## config.mk

```make
export PLATFORM = sky130hd
export DESIGN_NAME = prot_region_unit
export DESIGN_NICKNAME = d
export VERILOG_FILES = /design/src/rtl/prot_pkg.sv /design/src/rtl/prot_region_match.sv /design/src/rtl/prot_cfg_regs.sv /design/src/rtl/prot_decide.sv /design/src/rtl/prot_region_unit.sv
export SDC_FILE = /design/constraint.sdc
export NUM_CORES = 2
export LEC_CHECK = 0
export ABC_AREA = 1
export BUFFER_PORTS_ARGS = -buffer_cell sky130_fd_sc_hd__buf_2
export CAP_MARGIN = 20
export CORE_UTILIZATION = 35
export DETAILED_ROUTE_END_ITERATION = 10
export PLACE_DENSITY = 0.51
export SLEW_MARGIN = 20
export SYNTH_ARGS = -nofsm -noshare
export SYNTH_HDL_FRONTEND = slang
export SYNTH_SLANG_ARGS = --single-unit
```

## constraint.sdc

```tcl
create_clock -name clk -period 9.1 [get_ports clk]
set_input_delay 0.91 -clock clk [delete_from_list [all_inputs] [get_ports clk]]
set_output_delay 0.91 -clock clk [all_outputs]
set_load 0.01 [all_outputs]
```

## src/rtl/prot_pkg.sv

```systemverilog
package prot_pkg;

  typedef enum logic [1:0] {
    CAUSE_NONE = 2'd0,
    CAUSE_PERM = 2'd1,
    CAUSE_XN   = 2'd2,
    CAUSE_BG   = 2'd3
  } cause_e;

  typedef struct packed {
    logic       en;
    logic [4:0] size;
    logic [7:0] srd;
    logic [2:0] perm;
    logic       xn;
  } attr_t;

  localparam logic [2:0] SEL_CTRL  = 3'd0;
  localparam logic [2:0] SEL_RNUM  = 3'd1;
  localparam logic [2:0] SEL_BASE  = 3'd2;
  localparam logic [2:0] SEL_ATTR  = 3'd3;
  localparam logic [2:0] SEL_STAT  = 3'd4;
  localparam logic [2:0] SEL_FADDR = 3'd5;

  localparam int MIN_SIZE   = 4;
  localparam int SUB_MIN_SZ = 7;

  function automatic logic perm_allows(input logic [2:0] code,
                                       input logic priv,
                                       input logic wr);
    logic ok;
    case (code)
      3'b001:  ok = priv;
      3'b010:  ok = priv | ~wr;
      3'b011:  ok = 1'b1;
      3'b101:  ok = priv & ~wr;
      3'b110,
      3'b111:  ok = ~wr;
      default: ok = 1'b0;
    endcase
    return ok;
  endfunction

endpackage

```

## src/rtl/prot_region_match.sv

```systemverilog
module prot_region_match
  import prot_pkg::*;
#(
  parameter int ADDR_W = 32
) (
  input  logic [ADDR_W-1:0] addr,
  input  logic [ADDR_W-1:0] base,
  input  attr_t             attr,
  output logic              hit
);

  logic [4:0]        n_eff;
  logic [5:0]        top;
  logic [ADDR_W-1:0] shifted;
  logic [2:0]        sub_idx;

  always_comb begin
    n_eff   = (attr.size < 5'(MIN_SIZE)) ? 5'(MIN_SIZE) : attr.size;
    top     = {1'b0, n_eff} + 6'd1;
    shifted = addr >> (n_eff - 5'd2);
    sub_idx = shifted[2:0];
    hit     = attr.en;
    for (int i = 0; i < ADDR_W; i++) begin
      if (i >= int'(top) && addr[i] != base[i]) hit = 1'b0;
    end
    if (n_eff >= 5'(SUB_MIN_SZ) && attr.srd[sub_idx]) hit = 1'b0;
  end

endmodule

```

## src/rtl/prot_cfg_regs.sv

```systemverilog
module prot_cfg_regs
  import prot_pkg::*;
#(
  parameter int ADDR_W = 32,
  parameter int NREG   = 8
) (
  input  logic              clk,
  input  logic              rst,
  input  logic              cfg_valid,
  input  logic              cfg_write,
  input  logic              cfg_priv,
  input  logic [2:0]        cfg_sel,
  input  logic [31:0]       cfg_wdata,
  output logic [31:0]       cfg_rdata,
  input  logic              flt_evt,
  input  logic              flt_fetch,
  input  logic [ADDR_W-1:0] flt_addr,
  output logic              unit_en,
  output logic              bg_en,
  output logic [ADDR_W-1:0] base_q [NREG],
  output attr_t             attr_q [NREG]
);

  localparam int RW = $clog2(NREG);

  logic [RW-1:0]     rnum;
  logic              st_inst, st_data, st_av;
  logic [ADDR_W-1:0] fault_addr;
  logic              wr_ok;
  logic [RW-1:0]     base_tgt;
  logic              clr_av;
  logic              unused_wbits;

  assign wr_ok    = cfg_valid & cfg_write & cfg_priv;
  assign base_tgt = cfg_wdata[4] ? cfg_wdata[RW-1:0] : rnum;
  assign clr_av   = wr_ok && cfg_sel == SEL_STAT && cfg_wdata[7];
  assign unused_wbits = ^{cfg_wdata[31:29], cfg_wdata[27], cfg_wdata[23:16],
                          cfg_wdata[6:2]};

  // control, region number and region table
  always_ff @(posedge clk) begin
    if (rst) begin
      unit_en <= 1'b0;
      bg_en   <= 1'b0;
      rnum    <= '0;
      for (int r = 0; r < NREG; r++) begin
        base_q[r] <= '0;
        attr_q[r] <= '0;
      end
    end else if (wr_ok) begin
      case (cfg_sel)
        SEL_CTRL: begin
          unit_en <= cfg_wdata[0];
          bg_en   <= cfg_wdata[1];
        end
        SEL_RNUM: rnum <= cfg_wdata[RW-1:0];
        SEL_BASE: begin
          if (cfg_wdata[4]) rnum <= cfg_wdata[RW-1:0];
          base_q[base_tgt] <= {cfg_wdata[ADDR_W-1:5], 5'b0};
        end
        SEL_ATTR: attr_q[rnum] <= '{en:   cfg_wdata[0],
                                    size: cfg_wdata[5:1],
                                    srd:  cfg_wdata[15:8],
                                    perm: cfg_wdata[26:24],
                                    xn:   cfg_wdata[28]};
        default: ;
      endcase
    end
  end

  // fault status and captured address
  always_ff @(posedge clk) begin
    if (rst) begin
      st_inst    <= 1'b0;
      st_data    <= 1'b0;
      st_av      <= 1'b0;
      fault_addr <= '0;
    end else begin
      if (wr_ok && cfg_sel == SEL_STAT) begin
        if (cfg_wdata[0]) st_inst <= 1'b0;
        if (cfg_wdata[1]) st_data <= 1'b0;
        if (cfg_wdata[7]) st_av   <= 1'b0;
      end
      if (flt_evt) begin
        if (flt_fetch) begin
          st_inst <= 1'b1;
        end else begin
          st_data <= 1'b1;
          if (!st_av || clr_av) begin
            st_av      <= 1'b1;
            fault_addr <= flt_addr;
          end
        end
      end
    end
  end

  // registered read port
  always_ff @(posedge clk) begin
    if (rst) begin
      cfg_rdata <= '0;
    end else if (cfg_valid && !cfg_write) begin
      case (cfg_sel)
        SEL_CTRL:  cfg_rdata <= {30'b0, bg_en, unit_en};
        SEL_RNUM:  cfg_rdata <= 32'(rnum);
        SEL_BASE:  cfg_rdata <= 32'(base_q[rnum]) | 32'(rnum);
        SEL_ATTR:  cfg_rdata <= {3'b0, attr_q[rnum].xn, 1'b0, attr_q[rnum].perm,
                                 8'b0, attr_q[rnum].srd, 2'b0,
                                 attr_q[rnum].size, attr_q[rnum].en};
        SEL_STAT:  cfg_rdata <= {24'b0, st_av, 5'b0, st_data, st_inst};
        SEL_FADDR: cfg_rdata <= 32'(fault_addr);
        default:   cfg_rdata <= '0;
      endcase
    end
  end

  AST_UNPRIV_CFG_IGNORED: assert property (@(posedge clk) disable iff (rst)
    (cfg_valid && cfg_write && !cfg_priv) |=> ($stable(unit_en) && $stable(bg_en) && $stable(rnum)));

  AST_FADDR_HELD: assert property (@(posedge clk) disable iff (rst)
    (st_av && !clr_av) |=> $stable(fault_addr));

  AST_W1C_DATA: assert property (@(posedge clk) disable iff (rst)
    (wr_ok && cfg_sel == SEL_STAT && cfg_wdata[1] && !flt_evt) |=> !st_data);

endmodule

```

## src/rtl/prot_decide.sv

```systemverilog
module prot_decide
  import prot_pkg::*;
#(
  parameter int ADDR_W = 32,
  parameter int NREG   = 8
) (
  input  logic              clk,
  input  logic              rst,
  input  logic              acc_valid,
  input  logic [ADDR_W-1:0] acc_addr,
  input  logic              acc_write,
  input  logic              acc_fetch,
  input  logic              acc_priv,
  input  logic [NREG-1:0]   hit,
  input  attr_t             attr_q [NREG],
  input  logic              unit_en,
  input  logic              bg_en,
  output logic              res_valid,
  output logic              res_fault,
  output logic [1:0]        res_cause,
  output logic              flt_evt,
  output logic              flt_fetch,
  output logic [ADDR_W-1:0] flt_addr
);

  localparam int RW = $clog2(NREG);

  logic          found;
  logic [RW-1:0] win_idx;
  attr_t         win;
  logic          eff_wr;
  cause_e        cause_c;
  logic          unused_fields;

  // ascending scan: the last (highest-numbered) hit wins
  always_comb begin
    found   = 1'b0;
    win_idx = '0;
    for (int i = 0; i < NREG; i++) begin
      if (hit[i]) begin
        found   = 1'b1;
        win_idx = RW'(i);
      end
    end
  end

  assign win    = attr_q[win_idx];
  assign eff_wr = acc_write & ~acc_fetch;
  assign unused_fields = ^{win.en, win.size, win.srd};

  always_comb begin
    cause_c = CAUSE_NONE;
    if (unit_en) begin
      if (found) begin
        if (acc_fetch && win.xn)                        cause_c = CAUSE_XN;
        else if (!perm_allows(win.perm, acc_priv, eff_wr)) cause_c = CAUSE_PERM;
      end else if (!(bg_en && acc_priv)) begin
        cause_c = CAUSE_BG;
      end
    end
  end

  assign flt_evt   = acc_valid && cause_c != CAUSE_NONE;
  assign flt_fetch = acc_fetch;
  assign flt_addr  = acc_addr;

  always_ff @(posedge clk) begin
    if (rst) begin
      res_valid <= 1'b0;
      res_fault <= 1'b0;
      res_cause <= CAUSE_NONE;
    end else begin
      res_valid <= acc_valid;
      res_fault <= flt_evt;
      res_cause <= acc_valid ? cause_c : CAUSE_NONE;
    end
  end

  AST_RESULT_NEXT: assert property (@(posedge clk) disable iff (rst)
    acc_valid |=> res_valid);

  AST_IDLE_NO_FAULT: assert property (@(posedge clk) disable iff (rst)
    !res_valid |-> !res_fault);

  AST_OFF_ALLOWS: assert property (@(posedge clk) disable iff (rst)
    (acc_valid && !unit_en) |=> !res_fault);

  AST_XN_FETCH: assert property (@(posedge clk) disable iff (rst)
    (acc_valid && unit_en && found && acc_fetch && attr_q[win_idx].xn) |=> (res_fault && res_cause == CAUSE_XN));

  AST_BG_UNPRIV: assert property (@(posedge clk) disable iff (rst)
    (acc_valid && unit_en && hit == '0 && !acc_priv) |=> res_fault);

endmodule

```

## src/rtl/prot_region_unit.sv

```systemverilog
module prot_region_unit
  import prot_pkg::*;
#(
  parameter int ADDR_W = 32,
  parameter int NREG   = 8
) (
  input  logic              clk,
  input  logic              rst,
  input  logic              acc_valid,
  input  logic [ADDR_W-1:0] acc_addr,
  input  logic              acc_write,
  input  logic              acc_fetch,
  input  logic              acc_priv,
  output logic              res_valid,
  output logic              res_fault,
  output logic [1:0]        res_cause,
  input  logic              cfg_valid,
  input  logic              cfg_write,
  input  logic              cfg_priv,
  input  logic [2:0]        cfg_sel,
  input  logic [31:0]       cfg_wdata,
  output logic [31:0]       cfg_rdata
);

  logic [ADDR_W-1:0] base_q [NREG];
  attr_t             attr_q [NREG];
  logic [NREG-1:0]   hit;
  logic              unit_en, bg_en;
  logic              flt_evt, flt_fetch;
  logic [ADDR_W-1:0] flt_addr;

  prot_cfg_regs #(.ADDR_W(ADDR_W), .NREG(NREG)) u_cfg (
    .clk(clk), .rst(rst),
    .cfg_valid(cfg_valid), .cfg_write(cfg_write), .cfg_priv(cfg_priv),
    .cfg_sel(cfg_sel), .cfg_wdata(cfg_wdata), .cfg_rdata(cfg_rdata),
    .flt_evt(flt_evt), .flt_fetch(flt_fetch), .flt_addr(flt_addr),
    .unit_en(unit_en), .bg_en(bg_en), .base_q(base_q), .attr_q(attr_q)
  );

  for (genvar g = 0; g < NREG; g++) begin : g_match
    prot_region_match #(.ADDR_W(ADDR_W)) u_match (
      .addr(acc_addr), .base(base_q[g]), .attr(attr_q[g]), .hit(hit[g])
    );
  end

  prot_decide #(.ADDR_W(ADDR_W), .NREG(NREG)) u_decide (
    .clk(clk), .rst(rst),
    .acc_valid(acc_valid), .acc_addr(acc_addr), .acc_write(acc_write),
    .acc_fetch(acc_fetch), .acc_priv(acc_priv),
    .hit(hit), .attr_q(attr_q), .unit_en(unit_en), .bg_en(bg_en),
    .res_valid(res_valid), .res_fault(res_fault), .res_cause(res_cause),
    .flt_evt(flt_evt), .flt_fetch(flt_fetch), .flt_addr(flt_addr)
  );

endmodule

```

# == After elaboration in Yosys (flattened, before gate mapping) ==
# Cells that the tools add are included.
# totals
elab_cells,1275
out_inout_bits,36
regBits,476
# classes
muxes,343
reduce_logical,285
shifts,8
n_bitwise,12
n_eq_ne,267
addsub,16
order_cmp,285
# ops
op,n
">= comparator 5 x 6 -> 1 bit, first input constant",128
">= comparator 4 x 6 -> 1 bit, first input constant",64
2-to-1 mux 1 bit,298
logical AND 1 bit,272
bitwise mux 256 bit,1
!= test 1 bit,256
>> shifter 32 x 5 -> 3 bit,8
">= comparator 3 x 6 -> 1 bit, first input constant",32
one-hot mux 32 bit (6 select lines),1
bitwise mux 144 bit,1
binary-select mux 18 bit (select 3 bit),2
binary-select mux 32 bit (select 3 bit),1
demux 32 bit (select 3 bit),1
">= comparator 1 x 6 -> 1 bit, first input constant",16
">= comparator 2 x 6 -> 1 bit, first input constant",16
2-to-1 mux 32 bit,3
demux 18 bit (select 3 bit),1
2-to-1 mux 18 bit,3
"adder 5 x 1 -> 6 bit, second input constant",8
">= comparator 5 x 3 -> 1 bit, second input constant",8
"less-than comparator 5 x 3 -> 1 bit, second input constant",8
2-to-1 mux 5 bit,8
"subtractor 5 x 2 -> 5 bit, second input constant",8
"less-than comparator 3 x 4 -> 1 bit, second input constant",8
23 further kinds,64

# == Depth between registers and ports, before layout ==
# logic_depth
depth_word,62
ltp_mapped,42

# == Hierarchy ==
# Synthesis repeated with hierarchy kept, for this count alone.
# hier_totals
cells_unflattened,5917
area_unflattened_um2,36367.4
# modules_own_cells
mod,seq_area_each_um2,n_inst,area_each_um2,cells_per_inst
prot_cfg_regs,8648.3,1,18904.4,2687
prot_region_match at g_match[0].u_match ...,0.0,7,2082.0,384
prot_region_match at g_match[7].u_match,0.0,1,1979.4,382
prot_decide,80.1,1,909.6,160

# == Worst setup path after synthesis ==
# OpenSTA, ideal clock, no wires.
# synth_path
path_kind,flip-flop to flip-flop
from,"register, netlist name u_cfg.attr_q[69]"
to,register u_cfg.fault_addr[18]
arrival_time_ns,4.262
setup_slack_ns,4.728
setup_time_ns,0.110
path_buffers,5
stages_incl_launch_ff,37
period_less_slack_ns,4.372
path_cell_list,dfxtp_1 buf_2 nor2_2 nand2_1 nand2_1 inv_1 clkbuf_1 ha_1 nand3_1 xor2_1 inv_1 nand2_1 inv_2 buf_2 nor2_1 a21oi_1 a32o_1 nor2_1 nand3_1 nor2_1 nand2_1 nand2_1 nand2_1 nand2_2 nand2_4 buf_6 o211ai_1 nand3_1 nand3_1 nand3_1 nand2_1 nand2_2 nand2_4 buf_2 nand4_1 nand2_1 nor2_1
# synth_between
elab_chain_len,59
word_cells_on_any_way,137
# synth_rtl
element,line,rtl
less-than comparator 5 x 3 -> 1 bit,prot_region_match.sv:18,n_eff = (attr.size < 5'(MIN_SIZE)) ? 5'(MIN_SIZE) : attr.size;
2-to-1 mux 5 bit (*),prot_region_match.sv:18,
adder 5 x 1 -> 6 bit,prot_region_match.sv:19,"top = {1'b0, n_eff} + 6'd1;"
>= comparator 1 x 6 -> 1 bit,prot_region_match.sv:24,if (i >= int'(top) && addr[i] != base[i]) hit = 1'b0;
logical AND 1 bit,prot_region_match.sv:24,
2-to-1 mux 1 bit (32 in a row),prot_region_match.sv:24,
2-to-1 mux 1 bit (*),prot_region_match.sv:26,if (n_eff >= 5'(SUB_MIN_SZ) && attr.srd[sub_idx]) hit = 1'b0;
2-to-1 mux 3 bit (4 in a row),prot_decide.sv:40,if (hit[i]) begin
[9 not listed],-,
2-to-1 mux 1 bit,prot_decide.sv:53,if (unit_en) begin
2-to-1 mux 1 bit,prot_decide.sv:56,"else if (!perm_allows(win.perm, acc_priv, eff_wr)) cause_c = CAUSE_PERM;"
2-to-1 mux 2 bit,prot_decide.sv:55,if (acc_fetch && win.xn) cause_c = CAUSE_XN;
2-to-1 mux 2 bit (*),prot_decide.sv:54,if (found) begin
2-to-1 mux 2 bit (*),prot_decide.sv:53,
nonzero test 2 bit (*),prot_decide.sv:63,assign flt_evt = acc_valid && cause_c != CAUSE_NONE;
logical AND 1 bit (*),prot_decide.sv:63,
AND reduction 3 bit (no source line) (*),-,
"end signal, assigned",prot_cfg_regs.sv:91,fault_addr <= flt_addr;
"end, declared",prot_cfg_regs.sv:28,logic [ADDR_W-1:0] fault_addr;
# Mark *: on every way between the ends. The rest lies on a longest branch, timed or not. The select of a mux whose other input is x is not followed.
# A chain may end at the register's enable or synchronous reset.

# == Worst setup path in the final report ==
# layout_path
from,"register, netlist name u_cfg.attr_q[52]"
to,register u_cfg.fault_addr[21]
# layout_between
elab_chain_len,58
word_cells_on_any_way,135
# layout_rtl
element,line
less-than comparator 5 x 3 -> 1 bit,prot_region_match.sv:18
2-to-1 mux 5 bit (*),prot_region_match.sv:18
adder 5 x 1 -> 6 bit,prot_region_match.sv:19
>= comparator 1 x 6 -> 1 bit,prot_region_match.sv:24
logical AND 1 bit,prot_region_match.sv:24
2-to-1 mux 1 bit (32 in a row),prot_region_match.sv:24
2-to-1 mux 1 bit (*),prot_region_match.sv:26
2-to-1 mux 3 bit (3 in a row),prot_decide.sv:40
[9 not listed],-
2-to-1 mux 1 bit,prot_decide.sv:53
2-to-1 mux 1 bit,prot_decide.sv:56
2-to-1 mux 2 bit,prot_decide.sv:55
2-to-1 mux 2 bit (*),prot_decide.sv:54
2-to-1 mux 2 bit (*),prot_decide.sv:53
nonzero test 2 bit (*),prot_decide.sv:63
logical AND 1 bit (*),prot_decide.sv:63
AND reduction 3 bit (no source line) (*),-
# Marks and branches as above.

==> impl_results.md <==
* Status: complete, no violations
* Synthesis-stage register bit count at ~440
* Avg Synthesized Cell Area at 6.11 um2
* Post-synth EDFFs at 0
* Vias in the first global route at 35200
* Initial drt markers at approximately 6000
* Post-route DRC at 0
* Comb power frac at 0.135
* P&R area growth vs syn at 10.2%
* Period minus WS final at about 7.4 ns
* GP Congestion at about 1.1
* Maxcap violations at 0
* Most frequent cells in the layout: 906 x nand2_1, 808 x o21ai_0, 540 x inv_1
* Final setup viols at 0
* CP dominant cell by count: nand2_1
* Setup TNS at 0 ns
* Post-CTS Setup Bufs at 0
* Pwr Density at approximately 140 nW/um2
* Initial Util at 0.355
* Total grt overflow at 0
* Chip Height at 305 um
* CP Max Fanout at 35
* TritonCTS clock tree: built
* Fmax at 134 MHz
* Placed instance area at roughly 33000 um2
* Vias per cell at 6.24
* Clock root buffer: clkbuf_16
* Cells on Worst Hold Path at 2
* Die W at 305 um
* Leak Pwr at ~0.015 uW
* WL/cell at between 30 and 40 um
* GRT Total Usage at 0.420
* HP Class: reg -> reg
* Final setup margin at ~1.7 ns
* Initial DRT Pass Iterations at 9
* Pin count of the biggest net entering global routing at 161
* Layout cell share with drive strength beyond 1 at 0.0733
* Slowest stage delay, CP at 0.74 ns
* Yosys warnings at 0
* Final Max Tran Viols at 0
* Worst Hold Launch: u_cfg.cfg_rdata[13]
* Hold_ws at 0.465 ns
* Initial antenna violation count at 27
* Clk_skew at about 0.026 ns
* Internal at around 3400 uW
* RSZ-0062 raised after global routing: false
* Endpoints failing hold at 0
* First-pass GRT wire length at around 280000 um
* CTS resizes at 0
* IO buf count at roughly 110
* CP startpoint kind: flop
* Clock Sinks at ~440
* Synth Instances at 5256
* Sw Pwr at 1480 uW
* CTS Hold Buffers Added at 0
* Seq pwr share at 0.393
* Ys async rst share at 0
* Switching portion of total power at 0.301
* I/O pin cnt at 112
* Row cnt at 110
* H-tree levels at 2
* Clock Latency Late Sink at approximately 0.66 ns
* Main synth FF type: dfxtp_1
* Relative slew slack at 0.128
* Core Area at 90400 um2
* Peak supply drop at roughly 150 uV
* R2r worst-path depth at 36
* CTS Buf Count at 51
* Clock share of power at 0.472
* CP arrival at approximately 8.0 ns
* Vias at roughly 40000
* Routed wire length at 203000 um
* HPWL after detailed placement at around 140000 um
* Layout Nets at 5279
* WP data required at 9.67 ns
* Reg2reg start: u_cfg.attr_q[52]
* Synth Cell Area at around 32000 um2
* Die area at around 93000 um2
* Utilization after layout at 0.391
* Pre-CTS setup slack at 1.96 ns
* Worst-path clk slew at around 0.060 ns
* Net Count, Synth at roughly 5400
* Final ANT Viol Nets at 0
* Slew @ Worst Pin at 1.29 ns
* Sequential share of the synthesized area at 0.272
* Final period util at 0.818
* Fin area at around 35000 um2
* Clk buf depth at 3
* CP Class: reg -> reg
* Post-synth cell types at 60
* CP Launch Point: u_cfg.attr_q[52]
* Leading cell type in the layout, fill and taps excluded: nand2_1
* CP endpoint kind: flop
* Critical path's slowest cell: clkinv_1
per-stage QoR:
stage | cells | power (uW)
after detailed placement | 6280 | 2590
after global placement | 6280 | 2590
after global routing | 6374 | 5000
after CTS | 6373 | 4870
final | 6381 | 4910
after floorplan | 5256 | 2280
synthesized netlist by cell type (all sizes together), types with 2 or more instances:
cell type	instances	area, um2
nand2	927	3540
o21ai	834	4170
inv	564	2120
nor2	532	2020
a21oi	482	2420
dfxtp	436	8730
nand3	419	2120
clkbuf	282	1060
o211ai	140	1050
xor2	91	820
buf	85	448
o22ai	62	388
xnor2	57	499
nand4	53	332
ha	45	563
o221ai	41	359
a31oi	38	238
nor3	27	135
a221oi	18	158
clkinv	17	63.8
o2111ai	16	140
o311ai	14	123
a22oi	9	67.6
nand3b	8	60.1
a211oi	7	52.6
o31ai	7	52.6
o41ai	7	61.3
nor4	6	37.5
a2111oi	4	35.0
a311oi	4	35.0
or2	4	25.0
o21a	3	22.5
a22o	2	17.5
a32o	2	20.0
a41oi	2	17.5
o21bai	2	15.0
o32ai	2	17.5
power by group through the flow:
stage          clock network (uW)  logic (uW)  registers [uW]
5_1_grt                      2400         672            1930
6_report                     2320         663            1930
3_3_place_gp                    0         624            1970
2_1_floorplan                   0         308            1970
3_5_place_dp                    0         620            1970
4_1_cts                      2320         622            1930
area by class of cell:
| class | instances | area, um2 |
|---|---|---|
| Inverter | 581 | 2190 |
| Antenna cell | 7 | 17.5 |
| Tap cell | 1176 | 1470 |
| Multi-Input combinational cell | 3872 | 19700 |
| Timing Repair Buffer | 216 | 1380 |
| Fill cell | 10100 | 55100 |
| Clock inverter | 18 | 264 |
| Sequential cell | 436 | 8730 |
| Clock buffer | 75 | 1580 |
worst max-delay path, delay by kind of cell (launching register included):
kind | cells | cell delay [ns]
buf+inv | 4 | 1.12
fa+ha+maj | 1 | 0.54
simple gates | 29 | 5.04
flops | 1 | 0.38
compound gates | 2 | 0.28
cell families after synthesis:
logic type | Yosys count | share of synthesized area
simple gates | 1978 | 0.258
compound gates | 1700 | 0.296
buf+inv | 948 | 0.115
flops | 436 | 0.272
xor+xnor | 148 | 0.0411
fa+ha+maj | 45 | 0.0175
mux | 1 | 0.000312
layer usage:
metal,vias up,wire length [um],global-route usage,share of wire
met5,-,101,0,0.00050
met4,16,15700,0.284,0.077
met3,690,25500,0.121,0.13
met2,2662,81900,0.597,0.40
met1,18900,79900,0.546,0.39
li1,17600,-,-,-
state kept, by name, summed over array words and instances (netlist names), 2 cells and up:
signal,flops
u_cfg.attr_q,144
u_cfg.fault_addr,32
u_cfg.cfg_rdata,32
u_cfg.rnum,3
u_cfg.base_q,216
u_decide.res_cause,2
final timing paths:
kind,endpoint,slack [ns]
hold / removal,u_cfg.cfg_rdata[13],0.47
hold reg to reg,u_cfg.cfg_rdata[13],0.47
setup reg to reg,u_cfg.fault_addr[21],1.66
setup / recovery,u_cfg.fault_addr[21],1.66
(Power assumes the default switching activity.)
